File: src/rtl/sync_resp_pkg.sv
package sync_resp_pkg;

    typedef enum logic [2:0] {
        SR_IDLE  = 3'd0,
        SR_ARMED = 3'd1,
        SR_GUARD = 3'd2,
        SR_LOW   = 3'd3,
        SR_KICK  = 3'd4
    } sr_state_e;

    typedef struct packed {
        sr_state_e state;
        logic      drive_en;
        logic      drive_val;
        logic      done;
    } sr_regs_t;

    localparam sr_regs_t SR_RESET = '{state: SR_IDLE, drive_en: 1'b0,
                                      drive_val: 1'b0, done: 1'b0};

endpackage

File: src/rtl/sync_low_meter.sv
module sync_low_meter #(
    parameter int unsigned THRESH = 128
) (
    input  logic clk,
    input  logic rst_n,
    input  logic line_in,
    output logic req_hit
);
    localparam int unsigned CW   = (THRESH > 1) ? $clog2(THRESH) : 1;
    localparam int unsigned TOPV = THRESH - 1;

    logic [CW-1:0] cnt_d, cnt_q;

    always_comb begin
        cnt_d   = cnt_q;
        req_hit = 1'b0;
        if (line_in) begin
            cnt_d = '0;
        end else if (cnt_q == CW'(TOPV)) begin
            req_hit = 1'b1;
        end else begin
            cnt_d = cnt_q + 1'b1;
        end
    end

    always_ff @(posedge clk or negedge rst_n) begin
        if (!rst_n) cnt_q <= '0;
        else        cnt_q <= cnt_d;
    end
endmodule

File: src/rtl/sync_phase_timer.sv
module sync_phase_timer #(
    parameter int unsigned MAXV = 128,
    localparam int unsigned TW  = $clog2(MAXV + 1)
) (
    input  logic          clk,
    input  logic          rst_n,
    input  logic          load,
    input  logic [TW-1:0] load_val,
    output logic          last
);
    logic [TW-1:0] cnt_d, cnt_q;

    always_comb begin
        cnt_d = cnt_q;
        if (load)                 cnt_d = load_val;
        else if (cnt_q != '0)     cnt_d = cnt_q - 1'b1;
        last = (cnt_q == TW'(1));
    end

    always_ff @(posedge clk or negedge rst_n) begin
        if (!rst_n) cnt_q <= '0;
        else        cnt_q <= cnt_d;
    end
endmodule

File: src/rtl/sync_responder.sv
module sync_responder #(
    parameter int unsigned DETECT_CYCLES = 128,
    parameter int unsigned GUARD_CYCLES  = 16,
    parameter int unsigned LOW_CYCLES    = 128
) (
    input  logic clk,
    input  logic rst_n,
    input  logic line_in,
    output logic drive_en,
    output logic drive_val,
    output logic reply_done
);
    import sync_resp_pkg::*;

    localparam int unsigned TMAX = (GUARD_CYCLES > LOW_CYCLES) ? GUARD_CYCLES : LOW_CYCLES;
    localparam int unsigned TW   = $clog2(TMAX + 1);

    sr_regs_t      r_d, r_q;
    logic          req_hit;
    logic          tmr_last;
    logic          tmr_load;
    logic [TW-1:0] tmr_val;

    sync_low_meter #(.THRESH(DETECT_CYCLES)) u_meter (
        .clk     (clk),
        .rst_n   (rst_n),
        .line_in (line_in),
        .req_hit (req_hit)
    );

    sync_phase_timer #(.MAXV(TMAX)) u_timer (
        .clk      (clk),
        .rst_n    (rst_n),
        .load     (tmr_load),
        .load_val (tmr_val),
        .last     (tmr_last)
    );

    always_comb begin
        r_d      = r_q;
        r_d.done = 1'b0;
        tmr_load = 1'b0;
        tmr_val  = '0;
        unique case (r_q.state)
            SR_IDLE: begin
                if (req_hit) r_d.state = SR_ARMED;
            end
            SR_ARMED: begin
                if (line_in) begin
                    r_d.state = SR_GUARD;
                    tmr_load  = 1'b1;
                    tmr_val   = TW'(GUARD_CYCLES);
                end
            end
            SR_GUARD: begin
                // a foreign low outranks guard expiry
                if (!line_in) begin
                    r_d.state = SR_IDLE;
                end else if (tmr_last) begin
                    r_d.state = SR_LOW;
                    tmr_load  = 1'b1;
                    tmr_val   = TW'(LOW_CYCLES);
                end
            end
            SR_LOW: begin
                if (tmr_last) r_d.state = SR_KICK;
            end
            SR_KICK: begin
                r_d.state = SR_IDLE;
                r_d.done  = 1'b1;
            end
            default: r_d.state = SR_IDLE;
        endcase
        r_d.drive_en  = (r_d.state == SR_LOW) || (r_d.state == SR_KICK);
        r_d.drive_val = (r_d.state == SR_KICK);
    end

    always_ff @(posedge clk or negedge rst_n) begin
        if (!rst_n) r_q <= SR_RESET;
        else        r_q <= r_d;
    end

    assign drive_en   = r_q.drive_en;
    assign drive_val  = r_q.drive_val;
    assign reply_done = r_q.done;
endmodule

File: config.mk
export PLATFORM = sky130hd
export DESIGN_NAME = sync_responder
export DESIGN_NICKNAME = d
export VERILOG_FILES = /design/src/rtl/sync_resp_pkg.sv /design/src/rtl/sync_low_meter.sv /design/src/rtl/sync_phase_timer.sv /design/src/rtl/sync_responder.sv
export SDC_FILE = /design/constraint.sdc
export NUM_CORES = 1
export LEC_CHECK = 0
export CAP_MARGIN = 25
export CORE_MARGIN = 10
export CORE_UTILIZATION = 35
export DETAILED_ROUTE_END_ITERATION = 8
export DONT_BUFFER_PORTS = 1
export GPL_TIMING_DRIVEN = 0
export PLACE_DENSITY_LB_ADDON = 0.05
export SLEW_MARGIN = 20
export SYNTH_ARGS = -nofsm -noshare
export SYNTH_HDL_FRONTEND = slang
export SYNTH_HIERARCHICAL = 1
export SYNTH_SLANG_ARGS = --single-unit
File: constraint.sdc
create_clock -name clk -period 2.8 [get_ports clk]
set_clock_uncertainty 0.05 [all_clocks]
set_input_delay 0.56 -clock clk [delete_from_list [all_inputs] [get_ports clk]]
set_output_delay 0.56 -clock clk [all_outputs]
set_load 0.005 [all_outputs]
# Word level (Yosys, flattened, before mapping)
# Index checks and enable logic that the tools add are counted.
[word_totals] mem_bits_rw=0 output_inout_bits=3 latchBits=0 mem_bits_ro=0 ff_bits=21 word_cells=42 mem_count=0 in_bits=3
[op_classes] add_sub_neg=2 n_div=0 shift=0 reduce_logical=4 mux=21 n_bitwise=0 multipliers=0 n_eq_ne=9 magnitude_cmp=0
[op_table] operator="8-bit 2-to-1 mux" count=4
[op_table] operator="8-bit one-hot mux with 2 select lines" count=1
[op_table] operator="3-bit 2-to-1 mux" count=5
[op_table] operator="7-bit 2-to-1 mux" count=2
[op_table] operator="3-bit one-hot mux with 4 select lines" count=1
[op_table] operator="3-bit by 2-bit equality test with 1-bit output (second input constant)" count=3
[op_table] operator="8-bit by 1-bit equality test with 1-bit output (second input constant)" count=1
[op_table] operator="8-bit nonzero test" count=1
[op_table] operator="8-bit by 1-bit subtractor with 8-bit output (second input constant)" count=1
[op_table] operator="7-bit by 1-bit adder with 7-bit output (second input constant)" count=1
[op_table] operator="7-bit equality test (second input constant)" count=1
[op_table] operator="3-bit equality test (second input constant)" count=2
[op_table] operator="1-bit 2-to-1 mux" count=6
[op_table] operator="5-bit 2-to-1 mux" count=1
[op_table] operator="3-bit by 1-bit equality test with 1-bit output (second input constant)" count=1
[op_table] operator="3-bit logical NOT" count=1
[op_table] operator="2-bit inequality test (second input constant)" count=1
[op_table] operator="1-bit one-hot mux with 2 select lines" count=1
[op_table] operator="2-bit nonzero test" count=1
[op_table] operator="1-bit logical OR" count=1

# Depth between registers and ports, before layout
[depth] word_depth=7 depth_mapped=11 ltp_nobuf=10

# Cells and area by module
# Netlist, hierarchy kept.
[by_module_without_submodules] mod="sync_phase_timer" cells_each=61 instances=1 seq_area_each_um2=200.2 area_per_inst_um2=540.5
[by_module_without_submodules] mod="sync_low_meter" cells_each=35 instances=1 seq_area_each_um2=175.2 area_per_inst_um2=355.3
[by_module_without_submodules] mod="sync_responder" cells_each=31 instances=1 seq_area_each_um2=150.1 area_per_inst_um2=315.3

# Least setup slack after synthesis
# Ideal clock, no wire load.
[synth_timing] path_type="register to register" from="register u_timer.cnt_q[6]" to="register u_timer.cnt_q[5]" path_stages_with_launch=10 arrival_ns=2.529 setup_slack_ns=0.075 required_ns=2.604 period_less_slack_ns=2.725 setup_ns=0.146 n_path_buf=3 path_cell_list="dfrtp_1 > or3_1 > clkbuf_1 > nor4_1 > nand2_1 > or2_2 > a21oi_1 > clkbuf_1 > clkbuf_1 > a221oi_1"
[synth_between] elab_chain_len=5 elab_cells_between_ends=7 classes_between="eq/ne: 1; mux: 4; reduce/logical: 2"
[synth_lines] element="start: declaration" line_no="sync_phase_timer.sv:11" text="logic [TW-1:0] cnt_d, cnt_q;"
[synth_lines] element="start signal: assignment" line_no="sync_phase_timer.sv:22" text="else cnt_q <= cnt_d;"
[synth_lines] element="8-bit by 1-bit equality test with 1-bit output (*)" line_no="sync_phase_timer.sv:17" text="last = (cnt_q == TW'(1));"
[synth_lines] element="net tmr_last" line_no="sync_responder.sv:20" text="logic tmr_last;"
[synth_lines] element="1-bit 2-to-1 mux (*)" line_no="sync_responder.sv:59" text="end else if (tmr_last) begin"
[synth_lines] element="1-bit 2-to-1 mux (*)" line_no="sync_responder.sv:57" text="if (!line_in) begin"
[synth_lines] element="1-bit one-hot mux with 2 select lines (*)" line_no="sync_responder.sv:44" text="unique case (r_q.state)"
[synth_lines] element="net tmr_load" line_no="sync_responder.sv:21" text="logic tmr_load;"
[synth_lines] element="8-bit 2-to-1 mux or 2-bit nonzero test (tied branches)"
# The timed path passes the listed nets; every way through them passes the cells marked *.
# A chain may end at the register's enable or synchronous reset.

# Worst setup path after layout
[layout_timing] from="register u_timer.cnt_q[4]" to="register u_timer.cnt_q[4]"
# The elaborated chain is that of the path after synthesis.

==> results.txt <==
- The flow ran to the end, and the final reports show no timing, DRC or antenna violations.
- Num rows: 21
* Number of diodes added for antenna fixing: 0
* Width of the chip: 78.8 um
- Once layout is complete, the cells apart from fillers number 185.
* Ratio of cells with drive above 1 in the final layout: 0.158
- The via count of the first global-routing pass came to 881.
- The critical path is of the reg2reg type.
- Timing analysis after detailed placement gives a worst setup slack of -515 ps.
* CTS root buffer: clkbuf_4
- Global-route wire length before repair: 4050 um
* Sequence of cells on the critical path: or3_1, clkbuf_1, nor4_4, nand2_1, or2_2, a21oi_1, clkbuf_2, clkbuf_4, nand2_1, o31ai_1
* Normalized max-slew margin: 0.622
* Global-route usage over all layers: 0.0791
* Flop and latch count out of synthesis: 21
* Class of the tightest hold or removal check: in2async
- Subtracting the final worst setup slack from the clock period gives approximately 2600 ps.
- Setup violations remaining at the end of the flow were counted as 0.
- Clock slew at reported path FFs: between 100 and 150 ps
- TritonCTS built the clock tree.
* Worst Max-Slew Pin Slew: 559 ps
- Setup repair after global routing left no endpoint under its margin.
* Post-route cell area: 1360 um2
- Number of vias in the routed layout: between 900 and 1000
- For this run, the leading register cell type out of synthesis is dfrtp_1.
- At the later pin of the worst-skew pair, clock insertion delay measures 300 ps.
- Post-layout worst setup margin: 219 ps
* Async SR Flop Fraction: 1.00
* H-tree Lvls: 1
- The number of antenna violations at the first check in global routing is 0.
- The number of pins exceeding their max-slew limit in the final report is 0.
* Mapped Area: 1210 um2
* Detailed Place HPWL: 1730 um
* Kind of start point of the critical path: flip-flop
* Number of buffers and inverters on the critical path: 3
- Routability cong.: 0.759
- The tool flagged a number of max-cap violations equal to 0.
* Crit Path Max Fanout: 10
- Yosys top cell area share: 0.434
- Final hold violations: 0
* Number of instances in the synthesized netlist: between 100 and 150
- Placed Area: 1290 um2
* Power density normalized to cell area: about 850 nW/um2
- For this run, the number of Yosys warnings is 6.
- By area the synthesized netlist is led by dfrtp_1 43%, ha_1 4.1%, a21oi_1 3.7%.
- In the finished design, the share of the clock period the worst path needs comes to 0.922.
* Number of buffers added by the clock tree synthesis step: 3
- Maximum VDD drop: 0.336 mV
* Crit-path leading delay family: simple AND/OR/NAND/NOR gates
- Effective utilization at floorplan: 0.363
* Wirelength, routed: about 2300 um
- The floorplan step defined a die boundary enclosing a little over 6000 um2.
* Number of placed I/O pins: 6
- Sequential fraction of the synthesis area: 0.434
* Cell leakage power: 0.575 nW
* Library cell with the highest instance count after synthesis: dfrtp_1
- Number of enable-type register cells in the synthesized netlist: 0
- Number of iterations in the first detailed-routing pass: 4
* Element type at the critical path end: flip-flop
* Overall Power: about 1.2 mW
- The synthesized netlist contains 45 unique library cells.
- Final nets: 147
- Total Negative Setup Slacks: 0 ps
- Worst Path Arrival: 2750 ps
- Pin count of the biggest net entering global routing: 22
- For this run, the top clock speed supported by timing is 387 MHz.
* Clk sinks: 21
- In this design, the stage delay of the slowest critical-path cell is 450 ps.
- Detailed router's first-iteration violation count: 13
- The cell that appears most often on the critical path is nand2_1.
- Critical path required time: 2970 ps
* Area leader, netlist: dfrtp_1
* Vias per cell: 4.95
- Post-route antenna net violation count: 0
- The total overflow left after global routing is 0.
- Each instance of the synthesized netlist takes up on average 9.54 um2.
- Post-detailed-route wirelength per cell: 12.7 um
* Height of the die: 78.8 um
- Number of remaining DRC errors: 0
- Counting tap cells, the placed design contains a total of 178 instances.
- By count the netlist is led by 21 x dfrtp_1, 10 x nand2_1, 9 x a21oi_1, 9 x nor2_1, 6 x nor3b_1.
* Master of the slowest instance on the critical path: dfrtp_1
- Core area: between 3000 and 4000 um2
- The longest clock path from root to sink contains 2 buffers.
- Layout overhead on the synthesized area: 11.9%
- During placement, the flow inserted port buffers numbering 0.
==> layout make-up <==
class / count / area, um2
fillers: 357 / 1980
multi-input cells: 99 / 654
flip-flops and latches: 21 / 526
well taps: 46 / 57.6
plain buffers: 7 / 51.3
clock buffers: 3 / 22.5
repair buffers: 3 / 20.0
inverters: 5 / 18.8
clock inverters: 1 / 5.00
==> state kept, by name (all words and copies together) (netlist names) <==
register       flops
drive_en           1
drive_val          1
r_q                3
reply_done         1
u_meter/cnt_q      7
u_timer/cnt_q      8
==> cell usage in the layout (no fill, tap or decap), drive strengths merged, types with 3 or more instances in the layout <==
master	instances
conb	6
a21oi	9
buf	6
o21ai	6
nor3	4
dfrtp	21
clkbuf	7
nor2	9
inv	5
or2	3
ha	4
nand2b	4
nand2	10
a31oi	4
o31ai	4
nor3b	6
==> per-layer routing <==
| layer | global-route usage | part of all wire |
|---|---|---|
| met3 | 0.0214 | 0.032 |
| met5 | 0 | 0 |
| met1 | 0.0989 | 0.49 |
| met4 | 0.0376 | 0.0098 |
| met2 | 0.123 | 0.47 |
==> worst reg2reg max path, cell delays in order (launching register included) <==
cell and delay, ps:
dfrtp_1 450, or3_1 360, clkbuf_1 200, nor4_4 340, nand2_1 120, or2_2 290
a21oi_1 120, clkbuf_2 210, clkbuf_4 230, nand2_1 60, o31ai_1 60
==> power breakdown <==
group	internal (mW)	switching, mW	total, mW
Sequential	0.390	0.0841	0.474
Combinational	0.259	0.271	0.530
Clock	0.0532	0.0958	0.149
==> through the flow <==
stage,util,hold slack (ps)
after detailed placement,0.386,215
after CTS,0.402,317
final,0.406,144
after floorplan,-,214
after global routing,0.406,164
after global placement,0.386,215
==> kinds of logic (layout without fill, tap and decap cells) <==
kind of cell,count (synthesis),in the layout,share of synthesized area
and+or+nand+nor,51,51,0.248
AOI/OAI and AO/OA,34,34,0.186
DFF,21,21,0.434
buffers and inverters,12,19,0.0537
adders and majority gates,4,4,0.0413
xor gates and xnor gates,3,3,0.0217
other,1,6,0.00310
muxes,1,1,0.0124
==> final timing paths <==
kind,start,to,slack (ps),cells past startpoint
max,u_timer/cnt_q[4],u_timer/cnt_q[4],220,10
min,rst_n,u_meter/cnt_q[0],140,1
max reg2reg,u_timer/cnt_q[4],u_timer/cnt_q[4],220,10
min reg2reg,r_q[5],r_q[3],510,1
max in group asynchronous,rst_n,u_timer/cnt_q[2],2240,1
min in group clk,line_in,r_q[4],330,2
==> repair_timing <==
item	in CTS	in global routing
setup buffers	0	2
hold buffers	1	0
cloned	0	0
pin swaps	0	1
endpoints found under the hold margin	21	0
resized for setup	4	2
setup endpoints to repair	8	5
No activity file was read; power rests on OpenSTA's default activity.
